--- config.mk ---
export PLATFORM = sky130hd
export DESIGN_NAME = cr_update_unit
export DESIGN_NICKNAME = d
export VERILOG_FILES = /design/src/rtl/cr_pkg.sv /design/src/rtl/cr_cmp.sv /design/src/rtl/cr_carry.sv /design/src/rtl/cr_bitsel.sv /design/src/rtl/cr_update_unit.sv
export SDC_FILE = /design/constraint.sdc
export NUM_CORES = 1
export LEC_CHECK = 0
export BUFFER_PORTS_ARGS = -buffer_cell sky130_fd_sc_hd__clkbuf_2
export CAP_MARGIN = 10
export CORE_AREA = 5 5 179 181
export DETAILED_ROUTE_END_ITERATION = 12
export DIE_AREA = 0 0 184 186
export GPL_ROUTABILITY_DRIVEN = 0
export MAX_ROUTING_LAYER = met4
export PLACE_DENSITY = 0.47
export SLEW_MARGIN = 20
export SYNTH_ARGS = -nofsm -noshare
export SYNTH_HDL_FRONTEND = slang
export SYNTH_SLANG_ARGS = --single-unit
--- constraint.sdc ---
create_clock -name clk -period 4.55 [get_ports clk]
set_input_delay 0.91 -clock clk [delete_from_list [all_inputs] [get_ports clk]]
set_output_delay 0.91 -clock clk [all_outputs]
set_load 0.01 [all_outputs]
--- src/rtl/cr_pkg.sv ---
package cr_pkg;
    localparam int FLD_W   = 4;
    localparam int LT_BIT  = 3;
    localparam int GT_BIT  = 2;
    localparam int EQ_BIT  = 1;
    localparam int SO_BIT  = 0;
    localparam int XV_W    = 32;
    localparam int XV_SO   = 31;
    localparam int XV_OV   = 30;
    localparam int XV_CA   = 29;

    typedef logic [FLD_W-1:0] crf_t;

    typedef struct packed {
        logic so;
        logic ov;
        logic ca;
    } xflags_t;
endpackage

--- src/rtl/cr_cmp.sv ---
module cr_cmp
    import cr_pkg::*;
#(
    parameter int XLEN = 64
) (
    input  logic [XLEN-1:0] a,
    input  logic [XLEN-1:0] b,
    input  logic            is_signed,
    input  logic            wide,
    input  logic            so_in,
    output crf_t            nib
);
    localparam int HALF = XLEN / 2;
    localparam int EW   = XLEN + 1;

    logic [EW-1:0] ax, bx;
    logic          lt, eq, gt;

    always_comb begin
        if (wide) begin
            ax = {is_signed & a[XLEN-1], a};
            bx = {is_signed & b[XLEN-1], b};
        end else begin
            ax = {{(EW-HALF){is_signed & a[HALF-1]}}, a[HALF-1:0]};
            bx = {{(EW-HALF){is_signed & b[HALF-1]}}, b[HALF-1:0]};
        end
        lt = $signed(ax) < $signed(bx);
        eq = (ax == bx);
        gt = !lt && !eq;
        nib = '0;
        nib[LT_BIT] = lt;
        nib[GT_BIT] = gt;
        nib[EQ_BIT] = eq;
        nib[SO_BIT] = so_in;
    end
endmodule

--- src/rtl/cr_carry.sv ---
module cr_carry #(
    parameter int XLEN = 64
) (
    input  logic [XLEN-1:0] a,
    input  logic [XLEN-1:0] b,
    output logic            carry
);
    assign carry = a > ~b;
endmodule

--- src/rtl/cr_bitsel.sv ---
module cr_bitsel #(
    parameter int CR_W  = 32,
    parameter int IDX_W = $clog2(CR_W)
) (
    input  logic [IDX_W-1:0] idx,
    output logic [CR_W-1:0]  onehot
);
    for (genvar g = 0; g < CR_W; g++) begin : g_dec
        assign onehot[g] = (idx == IDX_W'(CR_W - 1 - g));
    end
endmodule

--- src/rtl/cr_update_unit.sv ---
module cr_update_unit
    import cr_pkg::*;
#(
    parameter int XLEN   = 64,
    parameter int FIELDS = 8,
    localparam int CR_W   = FIELDS * FLD_W,
    localparam int IDX_W  = $clog2(CR_W),
    localparam int FSEL_W = $clog2(FIELDS)
) (
    input  logic              clk,
    input  logic              rst_n,
    input  logic              cmp_en,
    input  logic [FSEL_W-1:0] cmp_sel,
    input  logic              cmp_sgn,
    input  logic              cmp_wide,
    input  logic [XLEN-1:0]   cmp_a,
    input  logic [XLEN-1:0]   cmp_b,
    input  logic              rec_en,
    input  logic              rec_wide,
    input  logic [XLEN-1:0]   rec_val,
    input  logic              fps_en,
    input  logic              fps_fx,
    input  logic              fps_fex,
    input  logic              fps_vx,
    input  logic              fps_ox,
    input  logic              bit_en,
    input  logic [IDX_W-1:0]  bit_idx,
    input  logic              bit_val,
    input  logic              cr_wr_en,
    input  logic [CR_W-1:0]   cr_wr_data,
    output logic [CR_W-1:0]   cr_rd,
    input  logic              xer_wr_en,
    input  logic [XV_W-1:0]   xer_wr_data,
    output logic [XV_W-1:0]   xer_rd,
    input  logic [XLEN-1:0]   ca_a,
    input  logic [XLEN-1:0]   ca_b,
    input  logic              ca_load,
    output logic              ca_out
);
    typedef struct packed {
        logic [CR_W-1:0] cr;
        xflags_t         xf;
    } state_t;

    state_t st_d, st_q;

    crf_t            cmp_nib_d;
    crf_t            rec_nib_d;
    crf_t            fps_nib_d;
    logic [CR_W-1:0] bit_mask_d;
    logic            carry_d;

    cr_cmp #(.XLEN(XLEN)) u_cmp (
        .a         (cmp_a),
        .b         (cmp_b),
        .is_signed (cmp_sgn),
        .wide      (cmp_wide),
        .so_in     (st_q.xf.so),
        .nib       (cmp_nib_d)
    );

    cr_cmp #(.XLEN(XLEN)) u_rec (
        .a         (rec_val),
        .b         ('0),
        .is_signed (1'b1),
        .wide      (rec_wide),
        .so_in     (st_q.xf.so),
        .nib       (rec_nib_d)
    );

    cr_carry #(.XLEN(XLEN)) u_carry (
        .a     (ca_a),
        .b     (ca_b),
        .carry (carry_d)
    );

    cr_bitsel #(.CR_W(CR_W), .IDX_W(IDX_W)) u_bitsel (
        .idx    (bit_idx),
        .onehot (bit_mask_d)
    );

    always_comb begin
        fps_nib_d         = '0;
        fps_nib_d[LT_BIT] = fps_fx;
        fps_nib_d[GT_BIT] = fps_fex;
        fps_nib_d[EQ_BIT] = fps_vx;
        fps_nib_d[SO_BIT] = fps_ox;
    end

    always_comb begin
        st_d = st_q;
        if (cr_wr_en) begin
            st_d.cr = cr_wr_data;
        end else begin
            // lowest priority first, later writes overlay earlier ones
            if (bit_en) begin
                st_d.cr = bit_val ? (st_d.cr | bit_mask_d) : (st_d.cr & ~bit_mask_d);
            end
            if (fps_en) begin
                st_d.cr[(FIELDS-2)*FLD_W +: FLD_W] = fps_nib_d;
            end
            if (rec_en) begin
                st_d.cr[(FIELDS-1)*FLD_W +: FLD_W] = rec_nib_d;
            end
            for (int f = 0; f < FIELDS; f++) begin
                if (cmp_en && (cmp_sel == FSEL_W'(f))) begin
                    st_d.cr[(FIELDS-1-f)*FLD_W +: FLD_W] = cmp_nib_d;
                end
            end
        end
        if (xer_wr_en) begin
            st_d.xf.so = xer_wr_data[XV_SO];
            st_d.xf.ov = xer_wr_data[XV_OV];
            st_d.xf.ca = xer_wr_data[XV_CA];
        end
        if (ca_load) begin
            st_d.xf.ca = carry_d;
        end
    end

    always_ff @(posedge clk or negedge rst_n) begin
        if (!rst_n) begin
            st_q <= '0;
        end else begin
            st_q <= st_d;
        end
    end

    always_comb begin
        xer_rd        = '0;
        xer_rd[XV_SO] = st_q.xf.so;
        xer_rd[XV_OV] = st_q.xf.ov;
        xer_rd[XV_CA] = st_q.xf.ca;
    end

    assign cr_rd  = st_q.cr;
    assign ca_out = carry_d;
endmodule

==> impl_metrics.tcl, run 1 <==
set metrics [dict create \
    syn_area_um2 6200 \
    fill_cells 3413 \
    antenna_found_initial 1 \
    finalWirelength_mm 27.9 \
    relSlewSlack_pct 41.2 \
    regToRegStartpoint "xer_rd[31]$_DFFE_PN0P_" \
    synth_async_sr_flop_share_pct 100 \
    hold_buffers 0 \
    dp_hpwl_mm 24.9 \
    first_pass_iters 5 \
    grt_max_degree 44 \
    status "finished clean" \
    ys_ff_latch 35 \
    setup.worst_path.start "cmp_sgn" \
    grt.overflow.total 0 \
    rrSetupSlack_ns 3.44 \
    start_kind "input pin" \
    ant_nets 0 \
    area_growth_pct 41.2 \
    io_pins 474 \
    numCtsBuffers 5 \
    final_max_slew_viol_count 0 \
    max_freq_mhz 256 \
    die-area_um2 34200 \
    drcViolationCount 0 \
    synth_top_area_share_pct 26.0 \
    first_iter_violations 382 \
    cts_resized 0 \
    finalCritPeriodShare_pct 85.9 \
    worstPathMaxFanout 27 \
    rows 64 \
    cp_data_arrival_time_ns 4.08 \
    cp-end-kind "flip-flop" \
    p_leak_nw 4.78 \
    tightest_slew_ns 0.882 \
    core_area_um2 30300 \
    clk_transition_reported_paths_ns 0.06 \
    grt_pass1_wl_mm 40.5 \
    syn_area_per_cell_um2 7.54 \
    die-width_um 184 \
    fin_util_pct 28.9 \
    setup_tns_ns 0 \
    cp.required_ns 4.72 \
    synth_edf_count 0 \
    hold_slack_ns 0.490 \
    cts_buffer_depth 2 \
    hold_viol 0 \
    skew_ns 0.00216 \
    cts_tree "built" \
    syn_inst 822 \
    rsz0062_at_grt "no" \
    synth_top_area_cell "ha_1" \
    holdPathStages 1 \
    grt.total_usage_pct 15.4 \
    hold_class "reg -> reg" \
    clock_latency_ns 0.29 \
    cts_sinks 35 \
    yosys_most_used_dff "dfrtp_1" \
    synth.area.top_cells "ha_1 (26%), dfrtp_1 (14%), o21ai_0 (8.1%), a21oi_1 (6.9%), inv_1 (4.8%)" \
    r2r_cells 4 \
    io_buffer_count 415 \
    worstSetupPathType "in -> reg" \
    grt_pass1_vias 7538 \
    wire_per_inst_um 17.3 \
    ys_seq_area_share_pct 14.1 \
    vias_per_cell 4.66 \
    cap_violations 0 \
    power.density_nw_per_um2 168 \
    layout_min_cycle_time_ns 3.91 \
    ys.warnings.count 0 \
    nets 1754 \
    htreeDepth 2 \
    ir_drop_v 0.000117 \
    fp.dieH_um 186 \
    drive_gt1_share_pct 36.8 \
    vias 7517 \
    start_util_pct 20.5 \
    synth_cell_types 55 \
    cts_setup_buffers 0 \
    setup_viol 0 \
    cts-root-buf "clkbuf_16" \
]
logic make-up after synthesis:
group / share of synthesized area, %
buf+inv: 10.6
flops: 14.1
simple gates: 17.5
compound gates: 28.8
other cells: 0.0605
fa+ha+maj: 26.0
mux: 2.85
synth_stat cells, types with 7 or more instances:
cell type,count
a21o_1,30
a21oi_1,86
and4_1,7
buf_4,30
clkbuf_1,33
dfrtp_1,35
ha_1,129
inv_1,79
mux2i_1,12
nand2_1,51
nand2b_1,9
nand3_1,14
nand4_1,29
nor2_1,34
nor2b_1,11
nor3_1,18
nor4_1,20
o21ai_0,100
o311ai_0,10
o31a_1,13
stage by stage:
step | power [mW] | cells | instance area (um^2) | worst slack [ns]
final | 1.47 | 1614 | 8750 | 0.642
after global routing | 1.61 | 1614 | 8750 | 0.440
after CTS | 1.49 | 1613 | 8750 | 0.555
after detailed placement | 1.14 | 1605 | 8600 | 0.365
after global placement | 1.13 | 1605 | 8600 | 0.389
after floorplan | 0.795 | 850 | 6300 | 0.764
how the worst max path moves through the flow:
stage | endpoint | cells after the start
floorplan | flip-flop | 14
global placement | flip-flop | 14
detailed placement | flip-flop | 14
CTS | ca_out | 8
global route | flip-flop | 15
finish | flip-flop | 14
worst max-delay path, cell delays in order:
cell      delay, ns
clkbuf_2       0.13
nand2_1        0.06
nand2_1        0.19
buf_12         0.20
o21ai_0        0.11
ha_1           0.31
a21oi_1        0.16
o21ai_0        0.10
a221oi_1       0.31
o21ai_0        0.24
a32o_1         0.29
or3_4          0.37
and2_1         0.34
o31a_1         0.35
cell usage in the layout (no fill, tap or decap), types with 3 or more instances in the layout:
master     instances
o311a_1            4
dfrtp_1           35
ha_1             129
nor4_1            20
or2_2              3
mux2_2             5
o311ai_0          10
nor2_1            34
o211ai_1           4
nand2b_1           9
conb_1            29
nor3_1            18
a221oi_1           5
a211oi_1           3
clkbuf_2         414
o21a_1             4
a22o_1             3
a31oi_1            3
nand4_1           29
nand2_1           51
a21o_1            30
and4_1             7
nand3_1           14
a2bb2oi_1          5
buf_4              6
clkbuf_16          5
o21ai_0          100
a32oi_1            3
nor2b_1           11
inv_1             79
mux2i_1           12
a21oi_1           85
and2_1             3
o31a_1            13
per-layer routing:
layer | vias up | wire length [um] | track usage [%]
met1 | 3378 | 11300 | 18.3
met4 | 0 | 471 | 3.43
met2 | 324 | 14200 | 27.5
met5 | - | 0 | -
met3 | 24 | 1930 | 2.60
li1 | 3791 | - | -
power breakdown:
group | leakage [nW] | switching (mW) | internal, mW
clock | 0.0658 | 0.144 | 0.202
combinational | 4.30 | 0.406 | 0.350
sequential | 0.413 | 0.0245 | 0.344
cell type report:
cell class / count / area, um^2 / area share [%]
inverters: 79 / 297 / 3.39
clock buffers: 5 / 125 / 1.43
well taps: 396 / 495 / 5.66
repair buffers: 423 / 2160 / 24.7
multi-input cells: 672 / 4770 / 54.6
diodes: 1 / 2.50 / 0.0286
flip-flops and latches: 35 / 876 / 10.0
clock inverters: 3 / 20.0 / 0.229
No activity file was read; power rests on OpenSTA's default activity.
==> inputs of run 2 (changes only) <==
PLACE_DENSITY = 0.55   (was 0.47)
RECOVER_POWER = 25   (was unset)
SYNTH_HIERARCHICAL = 1   (was unset)
==> impl_metrics.tcl, run 2 <==
set metrics [dict create \
    dp_cells 1994 \
    grt_max_degree 41 \
    synth_async_sr_flop_share_pct 100 \
    hold_viol 0 \
    grt_pass1_wl_mm 49.1 \
    grt_pass1_vias 9871 \
    start_kind "input pin" \
    antenna_found_initial 3 \
    grt.overflow.total 0 \
    status "finished with violations" \
    vias_per_cell 4.85 \
    ir_drop_v 0.000108 \
    ant_nets 0 \
    synthXorXnorAreaFrac_pct 0.208 \
    synth_top_area_cell "ha_1" \
    tightest_slew_ns 2.05 \
    cap_violations 1 \
    finalWorstSetupSlack_ns 0.497 \
    ys_ff_latch 35 \
    finalWirelength_mm 32.1 \
    regToRegStartpoint "xer_rd[31]$_DFFE_PN0P_" \
    power.density_nw_per_um2 153 \
    drcViolationCount 0 \
    setup_tns_ns 0 \
    cp_data_arrival_time_ns 4.22 \
    p_total_mw 1.71 \
    fp.dieH_um 186 \
    final_max_slew_viol_count 36 \
    ys.warnings.count 6 \
    core_area_um2 30300 \
    finalCritPeriodShare_pct 89.1 \
    path_cells "clkbuf_2 > nand2_1 > nand2_1 > o21ai_0 > o21bai_1 > ha_1 > nand4_1 > nor4_1 > buf_4 > nand4_1 > a21oi_1 > or4_4 > mux2i_1 > buf_4 > nor2_1 > o311ai_0" \
    cts_buffer_depth 2 \
    area_growth_pct 32.6 \
    cts_sinks 35 \
    clk_transition_reported_paths_ns 0.06 \
    vias 9728 \
    grt.total_usage_pct 18.1 \
    first_iter_violations 463 \
    critical_path_buf_inv_count 3 \
    nets 2208 \
    finalNonFillerCells 2005 \
    cts-root-buf "clkbuf_16" \
    ys_seq_area_share_pct 10.4 \
    cpMaxStageDelayCell "ha_1" \
    hold_slack_ns 0.512 \
    hold_buffers 0 \
    numCtsBuffers 5 \
    rsz0062_at_grt "no" \
    pre_cts_ws_ns 0.214 \
    relSlewSlack_pct -36.8 \
    clock_latency_ns 0.28 \
    htreeDepth 2 \
    start_util_pct 27.9 \
    die-area_um2 34200 \
    synth_edf_count 0 \
    hold_class "reg -> reg" \
    placed_cell_area_um2 11000 \
    synthAdderAreaFrac_pct 28.8 \
    syn_area_per_cell_um2 7.28 \
    io_pins 474 \
    final_cell_mix "clkbuf_2 (413), ha_1 (194), inv_1 (142), a21oi_1 (137), conb_1 (98)" \
    cts_resized 0 \
    fin_util_pct 37.0 \
    slowest_delay_ns 0.36 \
    final_area_um2 11200 \
    setup.worst_path.start "cmp_sgn" \
    cp-end-kind "flip-flop" \
    ys_top_cells_by_count "ha_1 (194), inv_1 (142), a21oi_1 (139)" \
    wire_per_inst_um 16.0 \
    synth_top_area_share_pct 28.8 \
    synth_top_family_by_area "adder cells" \
    synthSimpleGateAreaFrac_pct 19.7 \
    worstHoldStart "xer_rd[30]$_DFFE_PN0P_" \
    p_leak_nw 6.00 \
    dp_hpwl_mm 28.2 \
    final_common_cell "clkbuf_2" \
    die-width_um 184 \
    max_freq_mhz 247 \
    cts_setup_buffers 0 \
    layout_min_cycle_time_ns 4.05 \
    synth_cell_types 66 \
    cp.required_ns 4.72 \
    rows 64 \
    syn_inst 1160 \
    drive_gt1_share_pct 29.5 \
    cts_tree "built" \
    synth_compound_area_share_pct 28.0 \
    skew_ns 0.00221 \
    syn_area_um2 8440 \
    synth.area.top_cells "ha_1 (29%), dfrtp_1 (10%), a21oi_1 (8.2%), inv_1 (6.3%), o21ai_0 (4.9%)" \
    yosys_most_used_dff "dfrtp_1" \
    worstPathMaxFanout 15 \
    setup_viol 0 \
    yosysMostFrequentCell "ha_1" \
    synthMuxAreaShare_pct 0.623 \
    path_delay_family "simple AND/OR/NAND/NOR gates" \
    worstSetupPathType "in -> reg" \
    first_pass_iters 5 \
    io_buffer_count 415 \
    violations "max-capacitance violations, max-slew violations" \
]
run 2: power by group:
part           internal, mW  leakage [nW]  switching [mW]  total, mW
Clock                 0.200        0.0734           0.142      0.342
Sequential            0.344         0.424          0.0229      0.367
Combinational         0.446          5.50           0.552      0.998
run 2: final cells by class:
class / instances / area [um^2]
timing repair buffer: 434 / 2230
clock inverter: 3 / 15.0
sequential: 35 / 876
inverter: 142 / 533
fill: 3335 / 19100
antenna: 3 / 7.51
clock buffer: 5 / 125
multi-input combinational: 987 / 6910
tap: 396 / 495
run 2: worst paths after layout:
path | endpoint | slack [ns] | cells after the start
max | flip-flop | 0.50 | 16
min | xer_rd[30]$_DFFE_PN0P_ | 0.51 | 1
max reg2reg | flip-flop | 3.32 | 2
min reg2reg | xer_rd[30]$_DFFE_PN0P_ | 0.51 | 1
max in group asynchronous | asynchronous set/reset pin | 2.17 | 1
min in group asynchronous | asynchronous set/reset pin | 1.21 | 1
run 2: logic make-up after synthesis:
family	count (synthesis)
fa+ha+maj	194
other cells	2
buf+inv	234
compound gates	371
flops	35
mux	5
xor+xnor	2
simple gates	317
run 2: routing by layer:
metal | vias up | part of all wire (%) | GRT usage [%] | wire length [um]
met5 | - | 0 | - | 0
met1 | 4369 | 39 | 20.8 | 12700
met3 | 40 | 5.6 | 2.35 | 1810
met2 | 309 | 53 | 33.3 | 16900
li1 | 5010 | - | - | -
met4 | 0 | 2.2 | 4.41 | 694
run 2: worst reg2reg max path, stage by stage (launching register included):
cell and delay, ns:
dfrtp_1 0.66, a221oi_1 0.19, o311ai_1 0.28
